### config.mk
export PLATFORM = sky130hd
export DESIGN_NAME = ebus_seq
export DESIGN_NICKNAME = d
export VERILOG_FILES = /design/src/rtl/ebus_pkg.sv /design/src/rtl/ebus_decode.sv /design/src/rtl/ebus_fsm.sv /design/src/rtl/ebus_datapath.sv /design/src/rtl/ebus_seq.sv
export SDC_FILE = /design/constraint.sdc
export NUM_CORES = 1
export LEC_CHECK = 0
export BUFFER_PORTS_ARGS = -buffer_cell sky130_fd_sc_hd__clkbuf_2
export CAP_MARGIN = 10
export CORE_MARGIN = 5
export CORE_UTILIZATION = 45
export CTS_CLUSTER_DIAMETER = 30
export CTS_CLUSTER_SIZE = 28
export DETAILED_ROUTE_END_ITERATION = 8
export GPL_ROUTABILITY_DRIVEN = 0
export PLACE_DENSITY = 0.79
export SLEW_MARGIN = 20
export SYNTH_ARGS = -nofsm -noshare
export SYNTH_HDL_FRONTEND = slang
export SYNTH_SLANG_ARGS = --single-unit
### constraint.sdc
create_clock -name clk -period 1.8 [get_ports clk]
set_clock_uncertainty 0.1 [all_clocks]
set_input_delay 0 -clock clk [delete_from_list [all_inputs] [get_ports clk]]
set_output_delay 0 -clock clk [all_outputs]
set_load 0.02 [all_outputs]
### src/rtl/ebus_pkg.sv
package ebus_pkg;
  typedef enum logic [2:0] {
    ST_IDLE, ST_ADDR, ST_CODE, ST_DRD, ST_DWR, ST_INT
  } ebus_state_e;

  typedef enum logic [1:0] {
    K_CODE_EXT, K_CODE_INT, K_DATA_RD, K_DATA_WR
  } ebus_kind_e;
endpackage

### src/rtl/ebus_decode.sv
module ebus_decode
  import ebus_pkg::*;
#(
  parameter int AW        = 16,
  parameter int ONCHIP_AW = 12
) (
  input  logic          req_code,
  input  logic          req_write,
  input  logic          ea,
  input  logic [AW-1:0] req_addr,
  output ebus_kind_e    kind
);
  logic low_code;

  generate
    if (ONCHIP_AW > 0) begin : g_onchip
      assign low_code = (req_addr[AW-1:ONCHIP_AW] == '0);
    end else begin : g_none
      assign low_code = 1'b0;
    end
  endgenerate

  always_comb begin
    if (req_code) begin
      kind = (ea && low_code) ? K_CODE_INT : K_CODE_EXT;
    end else begin
      kind = req_write ? K_DATA_WR : K_DATA_RD;
    end
  end
endmodule

### src/rtl/ebus_fsm.sv
module ebus_fsm
  import ebus_pkg::*;
(
  input  logic        clk,
  input  logic        rst_n,
  input  logic        accept,
  input  ebus_kind_e  kind_in,
  output ebus_state_e state,
  output logic        done
);
  ebus_state_e state_d;
  ebus_kind_e  kind_q, kind_d;
  logic        done_d;

  always_comb begin
    state_d = state;
    kind_d  = kind_q;
    done_d  = 1'b0;
    case (state)
      ST_IDLE: begin
        if (accept) begin
          kind_d  = kind_in;
          state_d = (kind_in == K_CODE_INT) ? ST_INT : ST_ADDR;
        end
      end
      ST_ADDR: begin
        case (kind_q)
          K_DATA_RD: state_d = ST_DRD;
          K_DATA_WR: state_d = ST_DWR;
          default:   state_d = ST_CODE;
        endcase
      end
      ST_CODE, ST_DRD, ST_DWR, ST_INT: begin
        state_d = ST_IDLE;
        done_d  = 1'b1;
      end
      default: state_d = ST_IDLE;
    endcase
  end

  always_ff @(posedge clk or negedge rst_n) begin
    if (!rst_n) begin
      state  <= ST_IDLE;
      kind_q <= K_CODE_EXT;
      done   <= 1'b0;
    end else begin
      state  <= state_d;
      kind_q <= kind_d;
      done   <= done_d;
    end
  end
endmodule

### src/rtl/ebus_datapath.sv
module ebus_datapath
  import ebus_pkg::*;
#(
  parameter int AW        = 16,
  parameter int DW        = 8,
  parameter int ONCHIP_AW = 12
) (
  input  logic                 clk,
  input  logic                 rst_n,
  input  logic                 accept,
  input  ebus_state_e          state,
  input  logic [AW-1:0]        req_addr,
  input  logic [DW-1:0]        req_wdata,
  input  logic [DW-1:0]        ad_in,
  input  logic [DW-1:0]        rom_rdata,
  output logic [DW-1:0]        rdata,
  output logic [DW-1:0]        ad_out,
  output logic                 ad_oe,
  output logic [AW-DW-1:0]     addr_hi,
  output logic                 ale,
  output logic                 psen_n,
  output logic                 rd_n,
  output logic                 wr_n,
  output logic                 rom_rd,
  output logic [ONCHIP_AW-1:0] rom_addr
);
  logic [AW-1:0] addr_q;
  logic [DW-1:0] wdata_q;
  logic          cap_en;
  logic [DW-1:0] cap_val;

  always_ff @(posedge clk or negedge rst_n) begin
    if (!rst_n) begin
      addr_q  <= '0;
      wdata_q <= '0;
    end else if (accept) begin
      addr_q  <= req_addr;
      wdata_q <= req_wdata;
    end
  end

  always_comb begin
    cap_en  = (state == ST_CODE) || (state == ST_DRD) || (state == ST_INT);
    cap_val = (state == ST_INT) ? rom_rdata : ad_in;
  end

  always_ff @(posedge clk or negedge rst_n) begin
    if (!rst_n) begin
      rdata <= '0;
    end else if (cap_en) begin
      rdata <= cap_val;
    end
  end

  always_comb begin
    ale      = (state == ST_ADDR);
    psen_n   = (state != ST_CODE);
    rd_n     = (state != ST_DRD);
    wr_n     = (state != ST_DWR);
    ad_oe    = (state == ST_ADDR) || (state == ST_DWR);
    ad_out   = (state == ST_ADDR) ? addr_q[DW-1:0] : wdata_q;
    addr_hi  = addr_q[AW-1:DW];
    rom_rd   = (state == ST_INT);
    rom_addr = addr_q[ONCHIP_AW-1:0];
  end
endmodule

### src/rtl/ebus_seq.sv
module ebus_seq
  import ebus_pkg::*;
#(
  parameter int AW        = 16,
  parameter int DW        = 8,
  parameter int ONCHIP_AW = 12
) (
  input  logic                 clk,
  input  logic                 rst_n,
  input  logic                 ea,
  input  logic                 req_valid,
  input  logic                 req_code,
  input  logic                 req_write,
  input  logic [AW-1:0]        req_addr,
  input  logic [DW-1:0]        req_wdata,
  output logic                 req_ready,
  output logic                 done,
  output logic [DW-1:0]        rdata,
  output logic [DW-1:0]        ad_out,
  output logic                 ad_oe,
  input  logic [DW-1:0]        ad_in,
  output logic [AW-DW-1:0]     addr_hi,
  output logic                 ale,
  output logic                 psen_n,
  output logic                 rd_n,
  output logic                 wr_n,
  output logic                 rom_rd,
  output logic [ONCHIP_AW-1:0] rom_addr,
  input  logic [DW-1:0]        rom_rdata
);
  ebus_state_e state;
  ebus_kind_e  kind;
  logic        accept;

  assign req_ready = (state == ST_IDLE);
  assign accept    = req_valid && req_ready;

  ebus_decode #(.AW(AW), .ONCHIP_AW(ONCHIP_AW)) i_decode (
    .req_code(req_code), .req_write(req_write), .ea(ea),
    .req_addr(req_addr), .kind(kind)
  );

  ebus_fsm i_fsm (
    .clk(clk), .rst_n(rst_n), .accept(accept), .kind_in(kind),
    .state(state), .done(done)
  );

  ebus_datapath #(.AW(AW), .DW(DW), .ONCHIP_AW(ONCHIP_AW)) i_dp (
    .clk(clk), .rst_n(rst_n), .accept(accept), .state(state),
    .req_addr(req_addr), .req_wdata(req_wdata), .ad_in(ad_in),
    .rom_rdata(rom_rdata), .rdata(rdata), .ad_out(ad_out), .ad_oe(ad_oe),
    .addr_hi(addr_hi), .ale(ale), .psen_n(psen_n), .rd_n(rd_n), .wr_n(wr_n),
    .rom_rd(rom_rd), .rom_addr(rom_addr)
  );
endmodule

After elaboration in Yosys (flattened, before gate mapping)
Cells that the tools add are included.
{"block": "word_totals", "register_bits": 38, "output_inout_bits": 44}
{"block": "op_classes", "eq_ne": 12, "mux": 10, "reduce_logical": 9}
{"op": "two-way mux 8 bit", "n": 2}
{"op": "one-hot mux 3 bit (2 select lines)", "n": 2}
{"op": "== test 3 x 2 -> 1 bit, second input constant", "n": 2}
{"op": "== test 3 bit, second input constant", "n": 2}
{"op": "two-way mux 3 bit", "n": 2}
{"op": "!= test 3 x 2 -> 1 bit, second input constant", "n": 2}
{"op": "== test 2 bit, second input constant", "n": 2}
{"op": "zero test 4 bit", "n": 1}
{"op": "OR reduction 4 bit", "n": 1}
{"op": "== test 3 x 1 -> 1 bit, second input constant", "n": 1}
{"op": "zero test 3 bit", "n": 1}
{"op": "logical OR 1 bit", "n": 3}
{"op": "two-way mux 1 bit", "n": 3}
{"op": "!= test 3 bit, second input constant", "n": 1}
{"op": "== test 2 x 1 -> 1 bit, second input constant", "n": 1}
{"op": "logical AND 1 bit", "n": 2}
{"op": "two-way mux 2 bit", "n": 1}
{"op": "!= test 2 x 1 -> 1 bit, second input constant", "n": 1}
{"op": "AND reduction 2 bit", "n": 1}

Logic depth before layout (Yosys ltp)
{"block": "logic_depth", "word_depth": 8, "mapped_depth": 5, "ltp_nobuf": 3}

Modules after synthesis
A second synthesis with hierarchy kept.
{"block": "unflattened", "hier_cells": 144, "hier_area_um2": 1928.1}
{"mod": "ebus_datapath", "instances": 1, "cells_each": 117, "area_each_um2": 1591.5}
{"mod": "ebus_fsm", "instances": 1, "cells_each": 21, "area_each_um2": 284.0}
{"mod": "ebus_decode", "instances": 1, "cells_each": 4, "area_each_um2": 32.5}
{"mod": "ebus_seq", "instances": 1, "cells_each": 2, "area_each_um2": 20.0}

Worst setup path after synthesis
No wires, ideal clock.
{"block": "synth_path", "path_kind": "reg-to-reg", "from": "register i_fsm.state[1]", "to": "register i_dp.addr_q[11]", "setup_ns": 0.117, "t_arrival_ns": 1.338, "required_ns": 1.583, "setup_slack_ns": 0.246, "stages_incl_launch_ff": 6, "path_buffers": 2, "synth_period_minus_slack_ns": 1.554, "cell_sequence": "dfrtp_1 -> or4b_1 -> buf_2 -> buf_2 -> nand2_1 -> nand2_1"}
{"block": "synth_between", "elab_chain_len": 2}
{"element": "start, declared", "line": "ebus_fsm.sv:8", "rtl": "output ebus_state_e state,"}
{"element": "start signal, assigned", "line": "ebus_fsm.sv:47", "rtl": "state <= state_d;"}
{"element": "zero test 3 bit", "line": "ebus_seq.sv:35", "rtl": "assign req_ready = (state == ST_IDLE);"}
{"element": "logical AND 1 bit", "line": "ebus_seq.sv:36", "rtl": "assign accept = req_valid && req_ready;"}
{"element": "end signal, assigned", "line": "ebus_datapath.sv:37", "rtl": "addr_q <= req_addr;"}
{"element": "end, declared", "line": "ebus_datapath.sv:27", "rtl": "logic [AW-1:0] addr_q;"}
Every way passes these cells.
A chain may end at the register's enable or synchronous reset.

Final worst setup path
{"block": "layout_path", "from": "register i_fsm.state[0]", "to": "output ad_out[7]"}
{"block": "layout_between", "elab_chain_len": 2}
{"element": "== test 3 x 1 -> 1 bit", "line": "ebus_datapath.sv:61", "rtl": "ad_out = (state == ST_ADDR) ? addr_q[DW-1:0] : wdata_q;"}
{"element": "two-way mux 8 bit", "line": "ebus_datapath.sv:61"}
{"element": "end, declared", "line": "ebus_seq.sv:19", "rtl": "output logic [DW-1:0] ad_out,"}
Every way passes these cells.

==> run_results.csv <==
group,metric,value,unit
outcome,outcome,"completed",
final_layout,area_growth,63.2,%
floorplan,die_area,5420,sq um
final_layout,nNetsFinal,374,
timing,setup_viol,0,
clocking,cts.sinks,38,
clocking,clk_pin_slew,80,ps
pwr,power_density,1890,nW/um^2
final_layout,drive_above_1_share,0.383,
floorplan,die_h,73.6,microns
global_routing,antenna_found_initial,0,
clocking,max-clock-path-buffers,2,
floorplan,start_util,0.458,
final_layout,instances_no_fill,379,
pwr,p_leak,0.00161,uW
timing,period_share,0.991,
global_routing,grt_max_degree,39,
detailed_routing,drc,0,
global_routing,grt_pass1_wl,8630,microns
placement,place_inst,323,
synthesis,ys_warn_count,0,
critical_path,path_max_fanout,6,
timing,fmax,561,MHz
synthesis,ys_types,30,
timing,max_slew_margin,0.681,
detailed_routing,viasPerCell,4.81,
placement,hpwl,3220,microns
critical_path,criticalPathCategory,"register to output port",
floorplan,core,3970,sq um
timing,rsz0062_at_grt,"yes",
final_layout,antenna_cells,0,
floorplan,num_rows,23,
synthesis,synth-seq-area-share,0.522,
hold_path,hold_class,"primary input to register",
timing,hold_viol,0,
clocking,clock_latency,290,ps
detailed_routing,vias,1824,
placement,place_area,2290,sq um
clocking,cts_root_buffer,"clkbuf_8",
timing,maxSlewViolCount,0,
critical_path,slowest_delay,390,ps
placement,io_buffers,89,
pwr,ir_worst_vdd,0.00132,V
critical_path,worstPathRequired,1700,ps
global_routing,grt_pass1_vias,1874,
detailed_routing,firstDrtPassIters,4,
final_layout,postLayoutCellArea,2970,sq um
detailed_routing,ant_nets,0,
timing,min_period,1780,ps
synthesis,synth_area,1820,sq um
timing,worst_pin_slew,478,ps
job,cap_violations,0,
synthesis,syn_inst,192,
critical_path,worstSetupStartpointType,"register",
floorplan,dieWidth,73.6,microns
critical_path,endpoint_kind,"output port",
detailed_routing,drt_iter0_drc,59,
critical_path,cp_cell_sequence,"inv_2, or3_4, buf_4, mux2_2, clkbuf_4",
synthesis,syn_nets,238,
final_layout,final_cell_mix,"clkbuf_2 (80), nand2_1 (75), dlygate4sd3_1 (43)",
final_layout,layout_commonest_cell,"clkbuf_2",
detailed_routing,wire_per_inst,14.1,microns
critical_path,worstPathArrival,1680,ps
detailed_routing,routed_wl,5340,microns
clocking,cts_tree,"built",
clocking,htree_levels,2,
clocking,numCtsBuffers,5,
floorplan,ios,90,
critical_path,slowest_stage,"or3_4",
global_routing,overflow,0,
global_routing,track_usage,0.205,
synthesis,syn_area_per_cell,9.48,sq um
synthesis,ys_ff_latch,38,
==> Yosys cell counts <==
library cell	count	area [sq um]
nand2_1	75	282
dfrtp_1	38	951
a21oi_1	9	45.0
a211oi_1	8	60.1
buf_2	8	40.0
mux2i_1	8	80.1
nor2b_1	8	50.1
mux2_4	5	75.1
buf_4	4	30.0
mux2_2	3	33.8
clkbuf_1	2	7.51
inv_1	2	7.51
nand2b_1	2	12.5
nand3_1	2	10.0
nor2_1	2	7.51
o21ai_0	2	10.0
a31oi_1	1	6.26
buf_6	1	11.3
buf_8	1	15.0
inv_2	1	3.75
nand3b_1	1	7.51
nor3_1	1	5.00
nor4b_1	1	8.76
nor4b_2	1	15.0
o22ai_1	1	6.26
or2b_1	1	7.51
or3_1	1	6.26
or3_2	1	7.51
or4b_1	1	10.0
xor2_1	1	8.76
==> layout make-up <==
| class | instances | area, sq um |
|---|---|---|
| Inverter | 3 | 11.3 |
| Clock buffer | 6 | 82.6 |
| Timing Repair Buffer | 145 | 1030 |
| Clock inverter | 2 | 60.1 |
| Multi-Input combinational cell | 135 | 769 |
| Sequential cell | 38 | 955 |
| Fill cell | 281 | 1000 |
| Tap cell | 50 | 62.6 |
==> flip-flops by register name, summed over array words and instances (netlist names) <==
register      flops
i_dp.addr_q      16
i_dp.rdata        8
i_dp.wdata_q      8
i_fsm.done        1
i_fsm.kind_q      2
i_fsm.state       3
==> path summary, 6_finish.rpt <==
kind	slack [ps]	endpoint	depth (start not counted)	start
max	20	ad_out[7]	5	i_fsm.state[0]
min	50	i_fsm.kind_q[0]	4	ea
max reg2reg	120	i_fsm.kind_q[1]	5	i_fsm.state[2]
min reg2reg	380	i_dp.wdata_q[7]	2	i_dp.wdata_q[7]
max in group asynchronous	1040	i_fsm.state[1]	3	rst_n
min in group asynchronous	190	i_dp.rdata[0]	3	rst_n
==> stage by stage <==
| stage | TNS, ps | utilization | hold slack (ps) | setup WS, ps | total power (uW) |
|---|---|---|---|---|---|
| global placement | 0 | 0.578 | -20.1 | 234 | 4260 |
| detailed placement | 0 | 0.578 | -23.0 | 192 | 4330 |
| finish | 0 | 0.748 | 51.7 | 17.0 | 5610 |
| global route | -65.6 | 0.748 | 39.3 | -23.3 | 5990 |
| floorplan | 0 | - | -396 | 246 | 3540 |
| CTS | -2.65 | 0.738 | 37.5 | -2.65 | 5460 |
==> logic make-up (layout without fill, tap and decap cells) <==
logic type,count (synthesis),after routing,share of synthesized area
mux,16,16,0.104
compound gates,21,21,0.0701
buf+inv,19,156,0.0632
simple gates,97,97,0.236
xor+xnor,1,1,0.00481
flops,38,38,0.522
==> critical path: cells and delay by family (launching register included) <==
kind                   cells  cell delay, ps
buffers and inverters      3             380
flip-flops                 1             360
multiplexers               1             260
AND/OR/NAND/NOR            1             390
==> what timing repair did <==
item                       CTS  global route
gates cloned                 1             0
pin swaps                    1             0
hold endpoints to repair    73             0
setup endpoints to repair    8            11
gates resized for setup     10            22
buffers inserted             4             0
hold buffers                43             0
==> power breakdown <==
group,leakage (uW),internal (uW),total [uW],switching [uW]
combinational,0.00108,1370,3160,1790
clock,0.0000714,591,890,299
sequential,0.000465,1280,1560,276
total,0.00161,3240,5610,2370
==> metal layers <==
metal  track usage  share of wire  vias to the layer above
met2         0.367           0.48                       85
met5             0              0                        -
li1              -              -                      896
met4        0.0543         0.0077                        0
met3        0.0479          0.086                        5
met1         0.245           0.42                      838
Power figures use the tool's default switching activity.
